File: config.mk
export PLATFORM = sky130hd
export DESIGN_NAME = tmr_channel
export DESIGN_NICKNAME = d
export VERILOG_FILES = /design/src/rtl/tmr_pkg.sv /design/src/rtl/tmr_regfile.sv /design/src/rtl/tmr_prescale.sv /design/src/rtl/tmr_core.sv /design/src/rtl/tmr_channel.sv
export SDC_FILE = /design/constraint.sdc
export NUM_CORES = 1
export LEC_CHECK = 0
export BUFFER_PORTS_ARGS = -buffer_cell sky130_fd_sc_hd__buf_2
export CAP_MARGIN = 0
export CORE_MARGIN = 2
export CORE_UTILIZATION = 38
export DETAILED_ROUTE_END_ITERATION = 16
export GPL_TIMING_DRIVEN = 0
export HOLD_SLACK_MARGIN = 0.12
export SYNTH_ARGS = -nofsm -noshare
export SYNTH_HDL_FRONTEND = slang
export SYNTH_SLANG_ARGS = --single-unit
export TNS_END_PERCENT = 10
File: constraint.sdc
create_clock -name clk -period 5.5 [get_ports clk]
set_clock_uncertainty 0.1 [all_clocks]
set_input_delay 0 -clock clk [delete_from_list [all_inputs] [get_ports clk]]
set_output_delay 0 -clock clk [all_outputs]
set_load 0.03 [all_outputs]
File: src/rtl/tmr_pkg.sv
package tmr_pkg;

    localparam int REG_W   = 16;
    localparam int ADDR_W  = 4;
    localparam int SCALE_W = 4;
    localparam int PRE_W   = (1 << SCALE_W) - 1;
    localparam int CFG_W   = 12;

    localparam logic [ADDR_W-1:0] OFS_CMP = 4'hA;
    localparam logic [ADDR_W-1:0] OFS_CNT = 4'hC;
    localparam logic [ADDR_W-1:0] OFS_CTL = 4'hE;

    localparam int B_RUN  = 15;
    localparam int B_EV2  = 14;
    localparam int B_EV1  = 13;
    localparam int B_LOCK = 12;

    typedef enum logic [1:0] {
        CMP_OFF    = 2'b00,
        CMP_EQ     = 2'b01,
        CMP_GE     = 2'b10,
        CMP_GE_IRQ = 2'b11
    } cmp_mode_e;

    typedef struct packed {
        logic                stop_en;
        logic                spare_hi;
        cmp_mode_e           c2_mode;
        logic [2:0]          spare_lo;
        logic                clk_fast;
        logic [SCALE_W-1:0]  scale;
    } cfg_t;

    typedef struct packed {
        logic             wr_cmp;
        logic             wr_cnt;
        logic             wr_ctl;
        logic [REG_W-1:0] data;
    } bus_wr_t;

    function automatic logic cmp_meets(cmp_mode_e m, logic [REG_W-1:0] v,
                                       logic [REG_W-1:0] c);
        case (m)
            CMP_EQ:                 return v == c;
            CMP_GE, CMP_GE_IRQ:     return v >= c;
            default:                return 1'b0;
        endcase
    endfunction

    function automatic logic [PRE_W-1:0] pre_mask(logic [SCALE_W-1:0] s);
        logic [PRE_W:0] m;
        m = ({{PRE_W{1'b0}}, 1'b1} << s) - 1'b1;
        return m[PRE_W-1:0];
    endfunction

endpackage

File: src/rtl/tmr_regfile.sv
module tmr_regfile
    import tmr_pkg::*;
(
    input  logic                 clk,
    input  logic                 rst,
    input  logic                 wr_en,
    input  logic [ADDR_W-1:0]    addr,
    input  logic [REG_W-1:0]     wdata,
    output bus_wr_t              bus_wr,
    output logic [REG_W-1:0]     cmp_val,
    output cfg_t                 cfg,
    output logic                 locked,
    output logic                 run,
    output logic                 clr_ev2,
    output logic                 clr_ev1
);

    always_comb begin
        bus_wr.data   = wdata;
        bus_wr.wr_cmp = wr_en && (addr == OFS_CMP);
        bus_wr.wr_cnt = wr_en && (addr == OFS_CNT);
        bus_wr.wr_ctl = wr_en && (addr == OFS_CTL);
    end

    assign clr_ev2 = bus_wr.wr_ctl && wdata[B_EV2];
    assign clr_ev1 = bus_wr.wr_ctl && wdata[B_EV1];

    always_ff @(posedge clk) begin
        if (rst) begin
            cmp_val <= '0;
            cfg     <= '0;
            locked  <= 1'b0;
            run     <= 1'b0;
        end else begin
            if (bus_wr.wr_cmp) begin
                cmp_val <= wdata;
            end
            if (bus_wr.wr_ctl) begin
                run <= wdata[B_RUN];
                if (!locked) begin
                    cfg    <= cfg_t'(wdata[CFG_W-1:0]);
                    locked <= 1'b1;
                end
            end
        end
    end

endmodule

File: src/rtl/tmr_prescale.sv
module tmr_prescale
    import tmr_pkg::*;
(
    input  logic               clk,
    input  logic               rst,
    input  logic               run,
    input  logic               sel_fast,
    input  logic [SCALE_W-1:0] scale,
    input  logic               fast_stb,
    input  logic               slow_stb,
    output logic               tick
);

    logic [PRE_W-1:0] pre_cnt;
    logic [PRE_W-1:0] mask;
    logic             src;

    assign src  = sel_fast ? fast_stb : slow_stb;
    assign mask = pre_mask(scale);
    assign tick = run && src && (pre_cnt == mask);

    always_ff @(posedge clk) begin
        if (rst || !run) begin
            pre_cnt <= '0;
        end else if (src) begin
            pre_cnt <= (pre_cnt == mask) ? '0 : pre_cnt + 1'b1;
        end
    end

endmodule

File: src/rtl/tmr_core.sv
module tmr_core
    import tmr_pkg::*;
(
    input  logic             clk,
    input  logic             rst,
    input  logic             tick,
    input  bus_wr_t          bus_wr,
    input  logic [REG_W-1:0] cmp_val,
    input  cmp_mode_e        mode,
    input  logic             clr_ev2,
    input  logic             clr_ev1,
    output logic [REG_W-1:0] count,
    output logic             ev2,
    output logic             ev1,
    output logic             irq
);

    logic [REG_W-1:0] nxt;
    logic             hit_now;
    logic             adv;
    logic             ev2_q;

    assign hit_now = cmp_meets(mode, count, cmp_val);
    assign nxt     = hit_now ? '0 : count + 1'b1;
    assign adv     = tick && !bus_wr.wr_cnt;

    always_ff @(posedge clk) begin
        if (rst) begin
            count <= '0;
            ev2   <= 1'b0;
            ev1   <= 1'b0;
            ev2_q <= 1'b0;
        end else begin
            if (bus_wr.wr_cnt) begin
                count <= bus_wr.data;
            end else if (tick) begin
                count <= nxt;
            end
            ev2   <= (ev2 && !clr_ev2) || (adv && cmp_meets(mode, nxt, cmp_val));
            ev1   <= (ev1 && !clr_ev1) || (adv && (nxt == cmp_val));
            ev2_q <= ev2;
        end
    end

    assign irq = ev2 && !ev2_q && (mode == CMP_GE_IRQ);

endmodule

File: src/rtl/tmr_channel.sv
module tmr_channel
    import tmr_pkg::*;
(
    input  logic              clk,
    input  logic              rst,
    input  logic              fast_stb_i,
    input  logic              slow_stb_i,
    input  logic              wr_en_i,
    input  logic [ADDR_W-1:0] addr_i,
    input  logic [REG_W-1:0]  wdata_i,
    output logic [REG_W-1:0]  rdata_o,
    output logic              irq_o
);

    bus_wr_t          bus_wr;
    logic [REG_W-1:0] cmp_val;
    cfg_t             cfg;
    logic             locked;
    logic             run;
    logic             clr_ev2;
    logic             clr_ev1;
    logic             tick;
    logic [REG_W-1:0] count;
    logic             ev2;
    logic             ev1;

    tmr_regfile u_regs (
        .clk     (clk),
        .rst     (rst),
        .wr_en   (wr_en_i),
        .addr    (addr_i),
        .wdata   (wdata_i),
        .bus_wr  (bus_wr),
        .cmp_val (cmp_val),
        .cfg     (cfg),
        .locked  (locked),
        .run     (run),
        .clr_ev2 (clr_ev2),
        .clr_ev1 (clr_ev1)
    );

    tmr_prescale u_pre (
        .clk      (clk),
        .rst      (rst),
        .run      (run),
        .sel_fast (cfg.clk_fast),
        .scale    (cfg.scale),
        .fast_stb (fast_stb_i),
        .slow_stb (slow_stb_i),
        .tick     (tick)
    );

    tmr_core u_core (
        .clk     (clk),
        .rst     (rst),
        .tick    (tick),
        .bus_wr  (bus_wr),
        .cmp_val (cmp_val),
        .mode    (cfg.c2_mode),
        .clr_ev2 (clr_ev2),
        .clr_ev1 (clr_ev1),
        .count   (count),
        .ev2     (ev2),
        .ev1     (ev1),
        .irq     (irq_o)
    );

    always_comb begin
        case (addr_i)
            OFS_CMP: rdata_o = cmp_val;
            OFS_CNT: rdata_o = count;
            OFS_CTL: rdata_o = {run, ev2, ev1, locked, cfg};
            default: rdata_o = '0;
        endcase
    end

endmodule

### Word level (Yosys, flattened, before mapping)

Cells that the tools add are included.

* add/sub/neg operators: 3
* order comparisons: 2
* equality and inequality tests: 9
* shifts and indexed selects: 1
* multiplexer cells: 9
* bitwise gates (word level): 1
* reduce and logical (&&, ||, !) cells: 25

Operators with widths (number)
* $mux 16: 3
* $pmux 16 s3: 1
* $eq 16x16->1: 2
* $ge 16x16->1: 2
* $add 16x1->16 const B: 1
* $add 15x1->15 const B: 1
* $eq 15x15->1: 1
* $mux 15: 1
* $shl 1x4->15 const A: 1
* $sub 15x1->15 const B: 1
* $logic_and 1x1->1: 14
* $eq 4x4->1 const B: 3
* $logic_not 1->1: 5
* $eq 2x2->1 const B: 2
* $pmux 1 s2: 2
* $logic_or 1x1->1: 3
* $eq 2x1->1 const B: 1
* $mux 1: 2
* $reduce_and 2->1: 1
* $reduce_bool 2->1: 1
* $reduce_or 2->1: 1
* $not 1->1: 1

* flip-flop bits (word level): 64
* input port bits: 25
* output and inout port bits: 17
* word-level logic and storage cells: 64

### Longest topological paths before layout

Gate-level depths: netlist (run 1).

* depth after elaboration: 9
* depth in mapped cells: 17
* mapped depth without buffers: 16

### Hierarchy

From an unflattened synthesis (run 1), not the netlist that was laid out.

* cell total of the unflattened synthesis: 630
* area total of the unflattened synthesis: 5236.3 sq um

Modules (own cells, without submodules)
* tmr_core: instances 1, cells an instance 278, area an instance 2114.5 sq um, sequential area each 380.4 sq um
* tmr_regfile: instances 1, cells an instance 156, area an instance 1425.1 sq um, sequential area each 600.6 sq um
* tmr_prescale: instances 1, cells an instance 157, area an instance 1247.4 sq um, sequential area each 300.3 sq um
* tmr_channel: instances 1, cells an instance 39, area an instance 449.2 sq um, sequential area each 0.0 sq um

### Least setup slack after synthesis (run 1)

Ideal clock, no wire load.

* kind: reg-to-reg
* start point: register u_core.count[0]
* end point: register u_core.ev2
* library setup time: 0.125 ns
* arrival time: 3.320 ns
* data required time: 5.275 ns
* slack: 1.955 ns
* stages on the path, launching flop included: 18
* path buffers: 1
* clock period less this slack: 3.545 ns
* path through: dfxtp_1 inv_1 ha_1 nand2b_1 a21o_1 a221oi_1 o22ai_1 nor2_1 clkbuf_1 nand2_1 ha_1 nand2b_1 a21o_1 a21o_1 a21oi_1 o21ai_0 a221oi_1 o31ai_1

* word-level cells in the longest chain between the ends: 8
* elaborated cells on any way between the ends: 11
* classes of those cells: 1 x add/sub; 2 x order compare; 2 x eq/ne; 4 x mux; 2 x reduce/logical

RTL lines
* start, declared: line tmr_core.sv:12 `output logic [REG_W-1:0] count,`
* start signal, assigned: line tmr_core.sv:35 `count <= bus_wr.data;`
* start signal, assigned: line tmr_core.sv:37 `count <= nxt;`
* $ge 16x16->1 or $eq 16x16->1 (tied branches): line tmr_pkg.sv:45, tmr_pkg.sv:44
* $pmux 1 s2: line tmr_pkg.sv:43 `case (m)`
* $mux 16 (*): line tmr_core.sv:24 `assign nxt = hit_now ? '0 : count + 1'b1;`
* $ge 16x16->1 or $eq 16x16->1 (tied branches): line tmr_pkg.sv:45, tmr_pkg.sv:44
* $pmux 1 s2 (*): line tmr_pkg.sv:43
* $mux 1 (*): line tmr_core.sv:28 `if (rst) begin`
* $logic_and 1x1->1 (*): line tmr_core.sv:39 `ev2 <= (ev2 && !clr_ev2) || (adv && cmp_meets(mode, nxt, cmp_val));`
* $logic_or 1x1->1 (*): line tmr_core.sv:39
* end signal, assigned: line tmr_core.sv:39
* end, declared: line tmr_core.sv:13 `output logic ev2,`

Every way passes the cells marked *; elsewhere a longest branch is shown, timed or not. The select of a mux whose other input is x is not followed.
A chain may end at the register's enable or synchronous reset.

### Worst setup path after layout (run 1)

Ends and elaborated chain as after synthesis.

==> results.txt, run 1 <==
----------------------------------------------------
[Floorplanning]
  Die width ... 114 um
  Vertical die dimension ... 114 um
  Core region area ... 11900 sq um
  Top-level port count ... 42
  Cell Rows ... 40
  Starting density of the core ... 0.385
  DIE AREA ... 12900 sq um

[Power and ir drop]
  Max VDD drop ... 0.191 mV
  Internal portion of total power ... around 0.94 mW
  Sw Pwr ... 0.281 mW
  Flop pwr share ... 0.389
  Part of the power in the clock network ... 0.511
  Power consumption ... 1.22 mW
  Power density relative to cell area ... 223 nW/um^2
  Share of total power in combinational logic ... 0.100
  Static Leakage ... 2.22 nW
  Switch share ... 0.231

[Placed design]
  Area post-placement ... 4960 sq um
  Number of port buffers ... 40
  Number of placed cells counting well taps ... 792
  Post-detailed-placement half-perimeter wirelength ... between 10 and 15 mm
  Last weighted congestion value of the routability-driven placer ... 0.927

[Global routing]
  Total congestion overflow after global routing ... 0
  Initial antenna violation count ... 0
  GRT Resource Usage Total ... 0.223
  First-pass GRT wire length ... 23.0 mm
  Vias in the first global route ... between 4k and 5k
  Maximum number of pins on one net before global-route repair ... 11

[Logic synthesis]
  Share of cell area taken by muxes after synthesis ... 0.00493
  Main combinational cell family by area after synthesis ... simple AND/OR/NAND/NOR gates
  Proportion of synthesized flip-flops having asynchronous set or reset ... 0
  Warnings, synthesis ... 0
  Seq/Total Area, Yosys ... 0.280
  Adder-cell share of the synthesized area ... 0.0958
  Number of flops mapped to enable cells by yosys ... 0
  Main synth FF type ... sky130_fd_sc_hd__dfxtp_1
  Number of flip-flops and latches in the synthesized netlist ... 64
  Distinct cell type count of the synthesized netlist ... 57
  Simple-gate area share of the yosys netlist ... 0.273
  Number of nets produced by synthesis ... 665
  Leading area contributor after synthesis ... sky130_fd_sc_hd__dfxtp_1
  Post-synthesis compound-gate area fraction ... 0.195
  Per-instance average area after synthesis ... approximately 7.6 sq um
  Post-synthesis share of cell area spent on xor and xnor gates ... 0.0690
  Cell Area, Synth ... 4570 sq um
  Fraction of synthesized cell area taken by the top area cell type ... 0.280
  Post-synthesis cell count ... 605
  Biggest area contributors in the synthesized netlist ... sky130_fd_sc_hd__dfxtp_1 28%, sky130_fd_sc_hd__nand2_1 11%, sky130_fd_sc_hd__ha_1 9.6%

[Clock tree]
  Clock sink count ... 64
  Maximum buffer depth of the clock tree ... 2
  H-tree depth ... 3
  Latest clock arrival within the worst-skew pair ... roughly 0.33 ns
  Number of buffers created by CTS ... 9
  Clock transition time at the flip-flop clock pins of the worst setup and hold paths ... ~0.060 ns
  Clock tree from TritonCTS ... built
  CTS-repair resized insts ... 0
  CTS Root Buffer Type ... sky130_fd_sc_hd__clkbuf_16

[Routing]
  # DRC ... 0
  WL/cell ... 16.8 um
  Initial DRC count ... about 310
  Antenna Nets Post-Route ... 0
  Avg Vias per Cell ... 5.48
  Number of vias in the routed layout ... 4517
  Initial DRT Pass Iterations ... 5
  Total detailed-routing wirelength ... 13.8 mm

[Timing]
  Maximum clock frequency ... approximately 230 MHz
  Setup total negative slack ... 0 ns
  Final hold violation count ... 0
  Worst relative slew slack ... 0.625
  RSZ-0062 raised after global routing ... no
  Final max-slew violation count ... 0
  Slew at the pin closest to its max-slew limit ... 0.562 ns
  Time the final worst path needs with I/O delays and setup ... 4.44 ns
  Fin crit share ... 0.807
  Setup violations, final ... 0

[Finish]
  Area taken by multi-input logic gates ... 2920 sq um
  Core Util, Final ... 0.460
  Fill cell instance count of the final layout ... approximately 1.2k
  Share of layout cells above drive strength 1 ... 0.133
  Non-filler instance count after layout ... between 800 and 900
  Antenna diode count ... 0
  Post-Layout Inst Area ... 5460 sq um
  Total number of nets in the final design ... 734
  Highest-count cells in the layout ignoring fill and taps ... 131 x sky130_fd_sc_hd__nand2_1, 64 x sky130_fd_sc_hd__dfxtp_1, 46 x sky130_fd_sc_hd__inv_1
  Area overhead of the layout relative to synthesis ... 19.4%
  Commonest non-fill, non-tap cell in the layout ... sky130_fd_sc_hd__nand2_1
  Sequential cell area ... around 1300 sq um

[Run]
  Reported max-cap violation count ... 0

[Worst setup path]
  Element type at the critical path end ... flop
  Worst endpoint data arrival time ... 4.55 ns
  Highest fanout seen on the critical path ... 10
  Critical setup path kind ... reg2reg
  Critical Path Start Type ... flop
  Required time of the worst setup path ... 5.61 ns

[Status]
  Status ... finished, final reports clean

[Worst hold path]
  Hold Path Class ... in2reg

----------------------------------------------------
## kinds of logic after synthesis
family          Yosys count
flops                    64
buf+inv                  81
mux                       2
compound gates          122
fa+ha+maj                35
xor+xnor                 36
simple gates            265
## critical path, stage by stage, from the launching register on
cell and delay [ns]:
sky130_fd_sc_hd__dfxtp_1 0.42, sky130_fd_sc_hd__inv_1 0.13, sky130_fd_sc_hd__ha_1 0.31, sky130_fd_sc_hd__nand2b_1 0.14
sky130_fd_sc_hd__a21o_1 0.17, sky130_fd_sc_hd__a221oi_1 0.27, sky130_fd_sc_hd__o22ai_1 0.15, sky130_fd_sc_hd__nor2_1 0.43
sky130_fd_sc_hd__clkbuf_1 0.44, sky130_fd_sc_hd__nand2_1 0.14, sky130_fd_sc_hd__ha_1 0.31, sky130_fd_sc_hd__nand2b_1 0.14
sky130_fd_sc_hd__a21o_1 0.18, sky130_fd_sc_hd__a21o_1 0.17, sky130_fd_sc_hd__a21oi_1 0.18, sky130_fd_sc_hd__o21ai_0 0.13
sky130_fd_sc_hd__a221oi_1 0.39, sky130_fd_sc_hd__o31ai_1 0.13
## metrics by stage
step | setup WS (ns) | hold slack, ns
final | 1.06 | 0.125
after global routing | 0.673 | 0.168
after CTS | 0.988 | 0.125
after detailed placement | 1.02 | 0.139
after global placement | 1.04 | 0.146
after floorplan | 1.96 | 0.0160
## cell type report
type,count,share of cell area
plain buffers,35,0.0369
well taps,147,0.0337
clock buffers,12,0.0470
clock inverters,3,0.0119
inverters,46,0.0316
repair buffers,58,0.0697
multi-input cells,460,0.534
flip-flops and latches,64,0.235
## routing by layer
metal,global-route usage,vias to the layer above,part of all wire
met5,0,-,0
met4,0.0813,0,0.028
met3,0.0282,32,0.035
met2,0.388,123,0.49
met1,0.284,2113,0.44
li1,-,2249,-
## timing repair
| action | 4_1_cts | 5_1_grt |
|---|---|---|
| endpoints found under the setup margin | 0 | 0 |
| hold endpoints to repair | 48 | 0 |
| hold buffers | 18 | 0 |
| setup buffers | 0 | 0 |
## registers in the layout, summed over array words and instances, names as in the netlist
name and count:
u_regs.cfg 12, u_regs.run 1, u_regs.locked 1, u_core.ev2_q 1
u_regs.cmp_val 16, u_pre.pre_cnt 15, u_core.ev2 1, u_core.count 16
u_core.ev1 1
## cell usage after synthesis (2+ instances only)
library cell and instances:
sky130_fd_sc_hd__nand3_1 34, sky130_fd_sc_hd__and4b_1 3, sky130_fd_sc_hd__o221ai_1 6, sky130_fd_sc_hd__xnor2_1 23
sky130_fd_sc_hd__a221oi_1 2, sky130_fd_sc_hd__or3_1 2, sky130_fd_sc_hd__nor4_1 6, sky130_fd_sc_hd__nand4_1 14
sky130_fd_sc_hd__o21ai_0 8, sky130_fd_sc_hd__and4_1 4, sky130_fd_sc_hd__o221ai_2 10, sky130_fd_sc_hd__mux2_2 2
sky130_fd_sc_hd__o21bai_1 3, sky130_fd_sc_hd__buf_6 6, sky130_fd_sc_hd__nor3_2 2, sky130_fd_sc_hd__nand2_1 131
sky130_fd_sc_hd__nand2b_1 7, sky130_fd_sc_hd__and3_1 2, sky130_fd_sc_hd__ha_1 35, sky130_fd_sc_hd__a211oi_1 2
sky130_fd_sc_hd__dfxtp_1 64, sky130_fd_sc_hd__a21oi_1 44, sky130_fd_sc_hd__buf_4 2, sky130_fd_sc_hd__o22ai_1 2
sky130_fd_sc_hd__a22oi_1 17, sky130_fd_sc_hd__nor2_1 37, sky130_fd_sc_hd__buf_2 5, sky130_fd_sc_hd__nor4b_1 2
sky130_fd_sc_hd__nor3_1 7, sky130_fd_sc_hd__nor4bb_1 2, sky130_fd_sc_hd__nor2b_1 4, sky130_fd_sc_hd__clkbuf_1 21
sky130_fd_sc_hd__or2_2 2, sky130_fd_sc_hd__o31ai_1 3, sky130_fd_sc_hd__inv_1 46, sky130_fd_sc_hd__a21o_1 12
sky130_fd_sc_hd__xor2_1 13
## final timing paths
path	from	endpoint	slack, ns	cells past startpoint
hold reg to reg	u_regs.cfg[6]	u_regs.cfg[6]	0.36	2
setup reg to reg	u_core.count[0]	u_core.ev2	1.06	17
hold / removal	slow_stb_i	u_pre.pre_cnt[0]	0.13	4
setup / recovery	u_core.count[0]	u_core.ev2	1.06	17
## power groups by stage
| stage | clock network [mW] | logic, mW | registers (mW) |
|---|---|---|---|
| 6_report | 0.622 | 0.122 | 0.474 |
| 5_1_grt | 0.651 | 0.134 | 0.474 |
| 4_1_cts | 0.630 | 0.122 | 0.474 |
| 3_5_place_dp | 0 | 0.111 | 0.484 |
| 3_3_place_gp | 0 | 0.109 | 0.483 |
| 2_1_floorplan | 0 | 0.0736 | 0.482 |
(Power assumes the default switching activity.)
==> inputs of run 2 (changes only) <==
clock period = 3.95 ns   (was 5.5 ns; I/O delays follow)
==> run 2 against run 1 <==
Non-clock buffer count grew 1. Cell area rose by 0.60%. Clock power increased by 40%. Critical path type unchanged.
==> results.txt, run 2 (synthesized netlist as in run 1, its figures left out) <==
----------------------------------------------------
[Routing]
  Initial DRC count ... 363 (was 311)
  Antenna Nets Post-Route ... 0 (unchanged)
  Uppermost layer routed ... met4 (unchanged)
  WL/cell ... 16.9 um (was 16.8 um)
  Total detailed-routing wirelength ... 14.0 mm (was 13.8 mm)
  Avg Vias per Cell ... 5.49 (was 5.48)
  Met2 layer wire length in the routed design ... 6.91 mm (was 6.81 mm)
  Initial DRT Pass Iterations ... 6 (was 5)
  # DRC ... 0 (unchanged)
  WL met1 ... 6.11 mm (was 6.14 mm)
  Length of routed met3 wiring ... 597 um (was 481 um)
  Number of vias in the routed layout ... 4534 (was 4517)

[Clock tree]
  Clock tree from TritonCTS ... built (unchanged)
  Maximum buffer depth of the clock tree ... 2 (unchanged)
  Number of buffers created by CTS ... 9 (unchanged)
  Clock transition time at the flip-flop clock pins of the worst setup and hold paths ... 0.06 ns (about the same)
  H-tree depth ... 3 (unchanged)
  CTS Root Buffer Type ... sky130_fd_sc_hd__clkbuf_16 (unchanged)
  Clock sink count ... 64 (unchanged)
  Latest clock arrival within the worst-skew pair ... 0.33 ns (about the same)

[Timing]
  Maximum clock frequency ... 270 MHz (was 225 MHz)
  Time the final worst path needs with I/O delays and setup ... 3.70 ns (was 4.44 ns)
  Final hold violation count ... 0 (unchanged)
  Worst slack on hold paths ... 0.124 ns (was 0.125 ns)
  Worst relative slew slack ... 0.619 (was 0.625)
  Fin crit share ... 0.938 (was 0.807)
  Setup violations, final ... 0 (unchanged)
  Final max-slew violation count ... 0 (unchanged)
  RSZ-0062 raised after global routing ... no (unchanged)
  Slew at the pin closest to its max-slew limit ... 0.571 ns (was 0.562 ns)

[Global routing]
  Total congestion overflow after global routing ... 0 (unchanged)
  GRT Resource Usage Total ... 0.223 (about the same)
  First-pass GRT wire length ... 23.0 mm (unchanged)
  Initial antenna violation count ... 0 (unchanged)
  Maximum number of pins on one net before global-route repair ... 11 (unchanged)
  Vias in the first global route ... 4498 (unchanged)

[Floorplanning]
  Starting density of the core ... 0.385 (unchanged)
  Cell Rows ... 40 (unchanged)
  Top-level port count ... 42 (unchanged)
  DIE AREA ... 12900 sq um (unchanged)
  Core region area ... 11900 sq um (unchanged)
  Vertical die dimension ... 114 um (unchanged)
  Die width ... 114 um (unchanged)

[Worst setup path]
  Worst endpoint data arrival time ... 3.82 ns (was 4.55 ns)
  Worst R2R Start ... u_regs.cmp_val[5] (was u_core.count[0])
  Worst reg-to-reg path cell count ... 17 (unchanged)
  CP Launch Point ... u_regs.cmp_val[5] (was u_core.count[0])
  Highest fanout seen on the critical path ... 10 (unchanged)
  Required time of the worst setup path ... 4.07 ns (was 5.61 ns)
  Critical setup path kind ... reg2reg (unchanged)
  Critical Path Start Type ... flop (unchanged)
  Element type at the critical path end ... flop (unchanged)

[Finish]
  Total number of nets in the final design ... 735 (was 734)
  Commonest non-fill, non-tap cell in the layout ... sky130_fd_sc_hd__nand2_1 (unchanged)
  Largest registers ... u_core.count: 16 flops, u_regs.cmp_val: 16 flops, u_pre.pre_cnt: 15 flops (unchanged)
  Highest-count cells in the layout ignoring fill and taps ... 131 x sky130_fd_sc_hd__nand2_1, 63 x sky130_fd_sc_hd__dfxtp_1, 46 x sky130_fd_sc_hd__inv_1 (was 131 x sky130_fd_sc_hd__nand2_1, 64 x sky130_fd_sc_hd__dfxtp_1, 46 x sky130_fd_sc_hd__inv_1)
  Area overhead of the layout relative to synthesis ... 20.1% (was 19.4%)
  Antenna diode count ... 0 (unchanged)
  Core Util, Final ... 0.463 (was 0.460)
  Share of layout cells above drive strength 1 ... 0.143 (was 0.133)

[Power and ir drop]
  Power density relative to cell area ... 310 nW/um^2 (was 223 nW/um^2)
  Max VDD drop ... 0.265 mV (was 0.191 mV)
  Static Leakage ... 2.23 nW (was 2.22 nW)

[Status]
  Status ... finished, final reports clean (unchanged)

[Worst hold path]
  Hold Path Class ... in2reg (unchanged)
  Hold Path Stages ... 4 (unchanged)
  Hold Startpoint ... slow_stb_i (unchanged)

[Run]
  Reported max-cap violation count ... 0 (unchanged)

[Placed design]
  Number of port buffers ... 40 (unchanged)
  Last weighted congestion value of the routability-driven placer ... 0.927 (unchanged)
  Post-detailed-placement half-perimeter wirelength ... 10.8 mm (unchanged)

----------------------------------------------------
[run 2: changes by cell type in the layout (fill, tap and decap cells not counted)]
cell / delta
sky130_fd_sc_hd__dfxtp_2: +1
sky130_fd_sc_hd__clkbuf_1: -1
sky130_fd_sc_hd__a221oi_2: +2
sky130_fd_sc_hd__a211oi_1: -1
sky130_fd_sc_hd__nor2_1: -1
sky130_fd_sc_hd__nor2_2: +1
sky130_fd_sc_hd__a211oi_2: +1
sky130_fd_sc_hd__a221oi_1: -2
sky130_fd_sc_hd__dfxtp_1: -1
sky130_fd_sc_hd__buf_4: +2
[run 2: cell type report]
type,count,area [sq um]
Fill cell,1183,6370
Timing Repair Buffer,59,388
Clock buffer,12,256
Multi-Input combinational cell,460,2940
Inverter,46,173
Buffer,35,205
Clock inverter,3,65.1
Sequential cell,64,1280
Tap cell,147,184
[run 2: per-layer routing]
metal,up-vias,track usage
met4,0,0.0813
met1,2110,0.284
met2,138,0.388
met5,-,0
met3,31,0.0282
li1,2255,-
[run 2: worst max-delay path: stages, from the launching register on]
cell and delay, ns:
sky130_fd_sc_hd__dfxtp_1 0.35, sky130_fd_sc_hd__inv_1 0.09, sky130_fd_sc_hd__ha_1 0.31, sky130_fd_sc_hd__a21o_1 0.16, sky130_fd_sc_hd__a21o_1 0.18, sky130_fd_sc_hd__a221oi_2 0.30
sky130_fd_sc_hd__o22ai_1 0.15, sky130_fd_sc_hd__nor2_2 0.12, sky130_fd_sc_hd__buf_4 0.19, sky130_fd_sc_hd__nand2_1 0.09, sky130_fd_sc_hd__ha_1 0.29, sky130_fd_sc_hd__nand2b_1 0.14
sky130_fd_sc_hd__a21o_1 0.18, sky130_fd_sc_hd__a21o_1 0.17, sky130_fd_sc_hd__a21oi_1 0.19, sky130_fd_sc_hd__o21ai_0 0.15, sky130_fd_sc_hd__a221oi_2 0.32, sky130_fd_sc_hd__o31ai_1 0.12
[run 2: final timing paths]
check                     end  slack, ns
min reg2reg     u_regs.cfg[6]       0.36
max                u_core.ev2       0.25
min          u_pre.pre_cnt[0]       0.12
max reg2reg        u_core.ev2       0.25
[run 2: what timing repair did]
action,CTS,global route
buffers inserted,1,0
endpoints found under the setup margin,2,1
gates resized for setup,3,6
hold buffers,18,0
pin swaps,1,1
hold endpoints to repair,48,0
[run 2: power by group]
group | switching, mW | internal (mW)
Sequential | 0.00754 | 0.652
Combinational | 0.101 | 0.0730
Clock | 0.286 | 0.582
Total | 0.395 | 1.31
[run 2: metrics by stage]
step	cell area [sq um]	worst slack [ns]	instances	power [mW]	TNS (ns)
final	5490	0.245	826	1.70	0
after global routing	5490	0.0292	826	1.76	0
after CTS	5480	0.0516	826	1.71	0
after detailed placement	4960	-0.534	792	0.828	-0.627
after global placement	4960	-0.510	792	0.826	-0.590
after floorplan	4570	0.405	605	0.773	0
==> inputs of run 3 (changes only) <==
CORE_UTILIZATION = 55   (was 38)
PLACE_DENSITY = 0.78   (was default)
==> run 3 against run 2 <==
Die area decreased by 30%. Critical endpoint unchanged. Critical path depth unchanged. Sequential power about the same. Highest routed layer unchanged. Cell area decreased by 2.9%. First-iteration DRC count increased by 11%. Routed wire length decreased by 6.5%.
==> results.txt, run 3 (synthesized netlist as in run 1, its figures left out) <==
----------------------------------------------------
[Timing]
  RSZ-0062 raised after global routing ... no (unchanged)
  Final max-slew violation count ... 0 (unchanged)
  Final hold violation count ... 0 (unchanged)
  Slew at the pin closest to its max-slew limit ... 0.520 ns (was 0.571 ns)
  Maximum clock frequency ... 269 MHz (was 270 MHz)
  Worst slack on hold paths ... 0.183 ns (was 0.124 ns)
  Fin crit share ... 0.941 (was 0.938)
  Slack of the critical path ... 0.233 ns (was 0.245 ns)
  Time the final worst path needs with I/O delays and setup ... 3.72 ns (was 3.70 ns)
  Setup violations, final ... 0 (unchanged)
  Worst relative slew slack ... 0.653 (was 0.619)

[Run]
  Reported max-cap violation count ... 0 (unchanged)

[Worst setup path]
  Worst endpoint data arrival time ... 3.85 ns (was 3.82 ns)
  Critical setup path kind ... reg2reg (unchanged)
  Critical Path Start Type ... flop (unchanged)
  Worst reg-to-reg path cell count ... 17 (unchanged)
  Element type at the critical path end ... flop (unchanged)
  Highest fanout seen on the critical path ... 10 (unchanged)
  Required time of the worst setup path ... 4.08 ns (was 4.07 ns)

[Clock tree]
  Clock sink count ... 64 (unchanged)
  Clock tree from TritonCTS ... built (unchanged)
  CTS Root Buffer Type ... sky130_fd_sc_hd__clkbuf_8 (was sky130_fd_sc_hd__clkbuf_16)
  Latest clock arrival within the worst-skew pair ... 0.35 ns (was 0.33 ns)
  Number of buffers created by CTS ... 9 (unchanged)
  Maximum buffer depth of the clock tree ... 2 (unchanged)
  H-tree depth ... 3 (unchanged)
  Clock transition time at the flip-flop clock pins of the worst setup and hold paths ... 0.08 ns (was 0.06 ns)

[Placed design]
  Post-detailed-placement half-perimeter wirelength ... 10.2 mm (was 10.8 mm)
  Number of port buffers ... 40 (unchanged)
  Setup Slack @ Placement ... -0.463 ns (was -0.534 ns)
  Last weighted congestion value of the routability-driven placer ... 0.904 (was 0.927)

[Finish]
  Antenna diode count ... 0 (unchanged)
  Sequential cell area ... 1280 sq um (unchanged)
  Fill cell instance count of the final layout ... 701 (was 1183)
  Total number of nets in the final design ... 737 (was 735)
  Area overhead of the layout relative to synthesis ... 16.6% (was 20.1%)
  Highest-count cells in the layout ignoring fill and taps ... 131 x sky130_fd_sc_hd__nand2_1, 63 x sky130_fd_sc_hd__dfxtp_1, 46 x sky130_fd_sc_hd__inv_1 (unchanged)
  Area taken by multi-input logic gates ... 2930 sq um (was 2940 sq um)
  Share of layout cells above drive strength 1 ... 0.142 (was 0.143)
  Largest registers ... u_core.count: 16 flops, u_regs.cmp_val: 16 flops, u_pre.pre_cnt: 15 flops (unchanged)
  Commonest non-fill, non-tap cell in the layout ... sky130_fd_sc_hd__nand2_1 (unchanged)

[Power and ir drop]
  Static Leakage ... 2.18 nW (was 2.23 nW)
  Power density relative to cell area ... 264 nW/um^2 (was 310 nW/um^2)
  Max VDD drop ... 0.198 mV (was 0.265 mV)
  Power consumption ... 1.41 mW (was 1.70 mW)

[Floorplanning]
  Die width ... 95.2 um (was 114 um)
  Cell Rows ... 33 (was 40)
  Starting density of the core ... 0.562 (was 0.385)
  Vertical die dimension ... 95.2 um (was 114 um)
  DIE AREA ... 9060 sq um (was 12900 sq um)
  Core region area ... 8130 sq um (was 11900 sq um)
  Top-level port count ... 42 (unchanged)

[Global routing]
  Maximum number of pins on one net before global-route repair ... 12 (was 11)
  GRT Resource Usage Total ... 0.304 (was 0.223)
  Total congestion overflow after global routing ... 0 (unchanged)
  First-pass GRT wire length ... 21.5 mm (was 23.0 mm)
  Vias in the first global route ... 4460 (was 4498)
  Initial antenna violation count ... 0 (unchanged)
  Global Route met3 Usage ... 0.0443 (was 0.0282)
  Met1 demand-to-capacity share in global routing ... 0.375 (was 0.284)
  Met2 Track Usage GR ... 0.544 (was 0.388)
  Most crowded layer after global routing ... met2 (unchanged)

[Routing]
  # DRC ... 0 (unchanged)
  Avg Vias per Cell ... 5.89 (was 5.49)
  Total detailed-routing wirelength ... 13.1 mm (was 14.0 mm)
  Initial DRC count ... 403 (was 363)
  Number of vias in the routed layout ... 4639 (was 4534)
  Antenna Nets Post-Route ... 0 (unchanged)
  Initial DRT Pass Iterations ... 5 (was 6)
  WL/cell ... 16.6 um (was 16.9 um)

[Status]
  Status ... finished, final reports clean (unchanged)

[Worst hold path]
  Hold Path Class ... in2reg (unchanged)
  Hold Path Stages ... 5 (was 4)

----------------------------------------------------
==> run 3: what timing repair did <==
action	in CTS	in global routing
buffers inserted	1	0
hold buffers	20	0
endpoints found under the setup margin	2	1
resized for setup	2	5
endpoints found under the hold margin	50	0
pin swaps	1	0
==> run 3: final cells by class <==
cell class / count / area share
Clock buffer: 11 / 0.0265
Inverter: 46 / 0.0324
Tap cell: 105 / 0.0247
Buffer: 35 / 0.0385
Timing Repair Buffer: 61 / 0.0765
Sequential cell: 64 / 0.241
Multi-Input combinational cell: 460 / 0.550
Clock inverter: 5 / 0.0106
==> run 3: metal layers <==
layer	vias up	part of all wire
met1	2148	0.41
met3	33	0.063
li1	2246	-
met2	212	0.51
met4	0	0.023
met5	-	0
==> run 3: power breakdown <==
part	switching, mW	total [mW]	leakage (nW)	internal [mW]
sequential	0.00750	0.659	0.517	0.651
clock	0.265	0.573	0.0993	0.308
combinational	0.101	0.175	1.56	0.0743
==> run 3: stage by stage <==
step,utilization,instances,instance area (sq um),setup TNS (ns)
final,0.655,787,5330,0
after global placement,0.603,750,4900,-0.404
after global routing,0.655,787,5330,0
after floorplan,-,605,4570,0
after CTS,0.653,787,5310,0
after detailed placement,0.603,750,4900,-0.474
==> run 3: worst paths after layout <==
| path | to | from | slack (ns) |
|---|---|---|---|
| setup / recovery | u_core.ev2 | u_regs.cmp_val[5] | 0.23 |
| setup reg to reg | u_core.ev2 | u_regs.cmp_val[5] | 0.23 |
| hold reg to reg | u_regs.cfg[5] | u_regs.cfg[5] | 0.36 |
| hold / removal | u_pre.pre_cnt[2] | fast_stb_i | 0.18 |
==> run 3: critical path, stage by stage (launching register included) <==
cell,delay (ns)
sky130_fd_sc_hd__dfxtp_1,0.36
sky130_fd_sc_hd__inv_1,0.09
sky130_fd_sc_hd__ha_1,0.32
sky130_fd_sc_hd__a21o_1,0.17
sky130_fd_sc_hd__a21o_1,0.19
sky130_fd_sc_hd__a221oi_2,0.27
sky130_fd_sc_hd__o22ai_1,0.14
sky130_fd_sc_hd__nor2_2,0.13
sky130_fd_sc_hd__clkbuf_4,0.23
sky130_fd_sc_hd__nand2_1,0.09
sky130_fd_sc_hd__ha_1,0.30
sky130_fd_sc_hd__nand2b_1,0.15
sky130_fd_sc_hd__a21o_1,0.18
sky130_fd_sc_hd__a21o_1,0.17
sky130_fd_sc_hd__a21oi_1,0.19
sky130_fd_sc_hd__o21ai_0,0.13
sky130_fd_sc_hd__a221oi_2,0.30
sky130_fd_sc_hd__o31ai_1,0.11
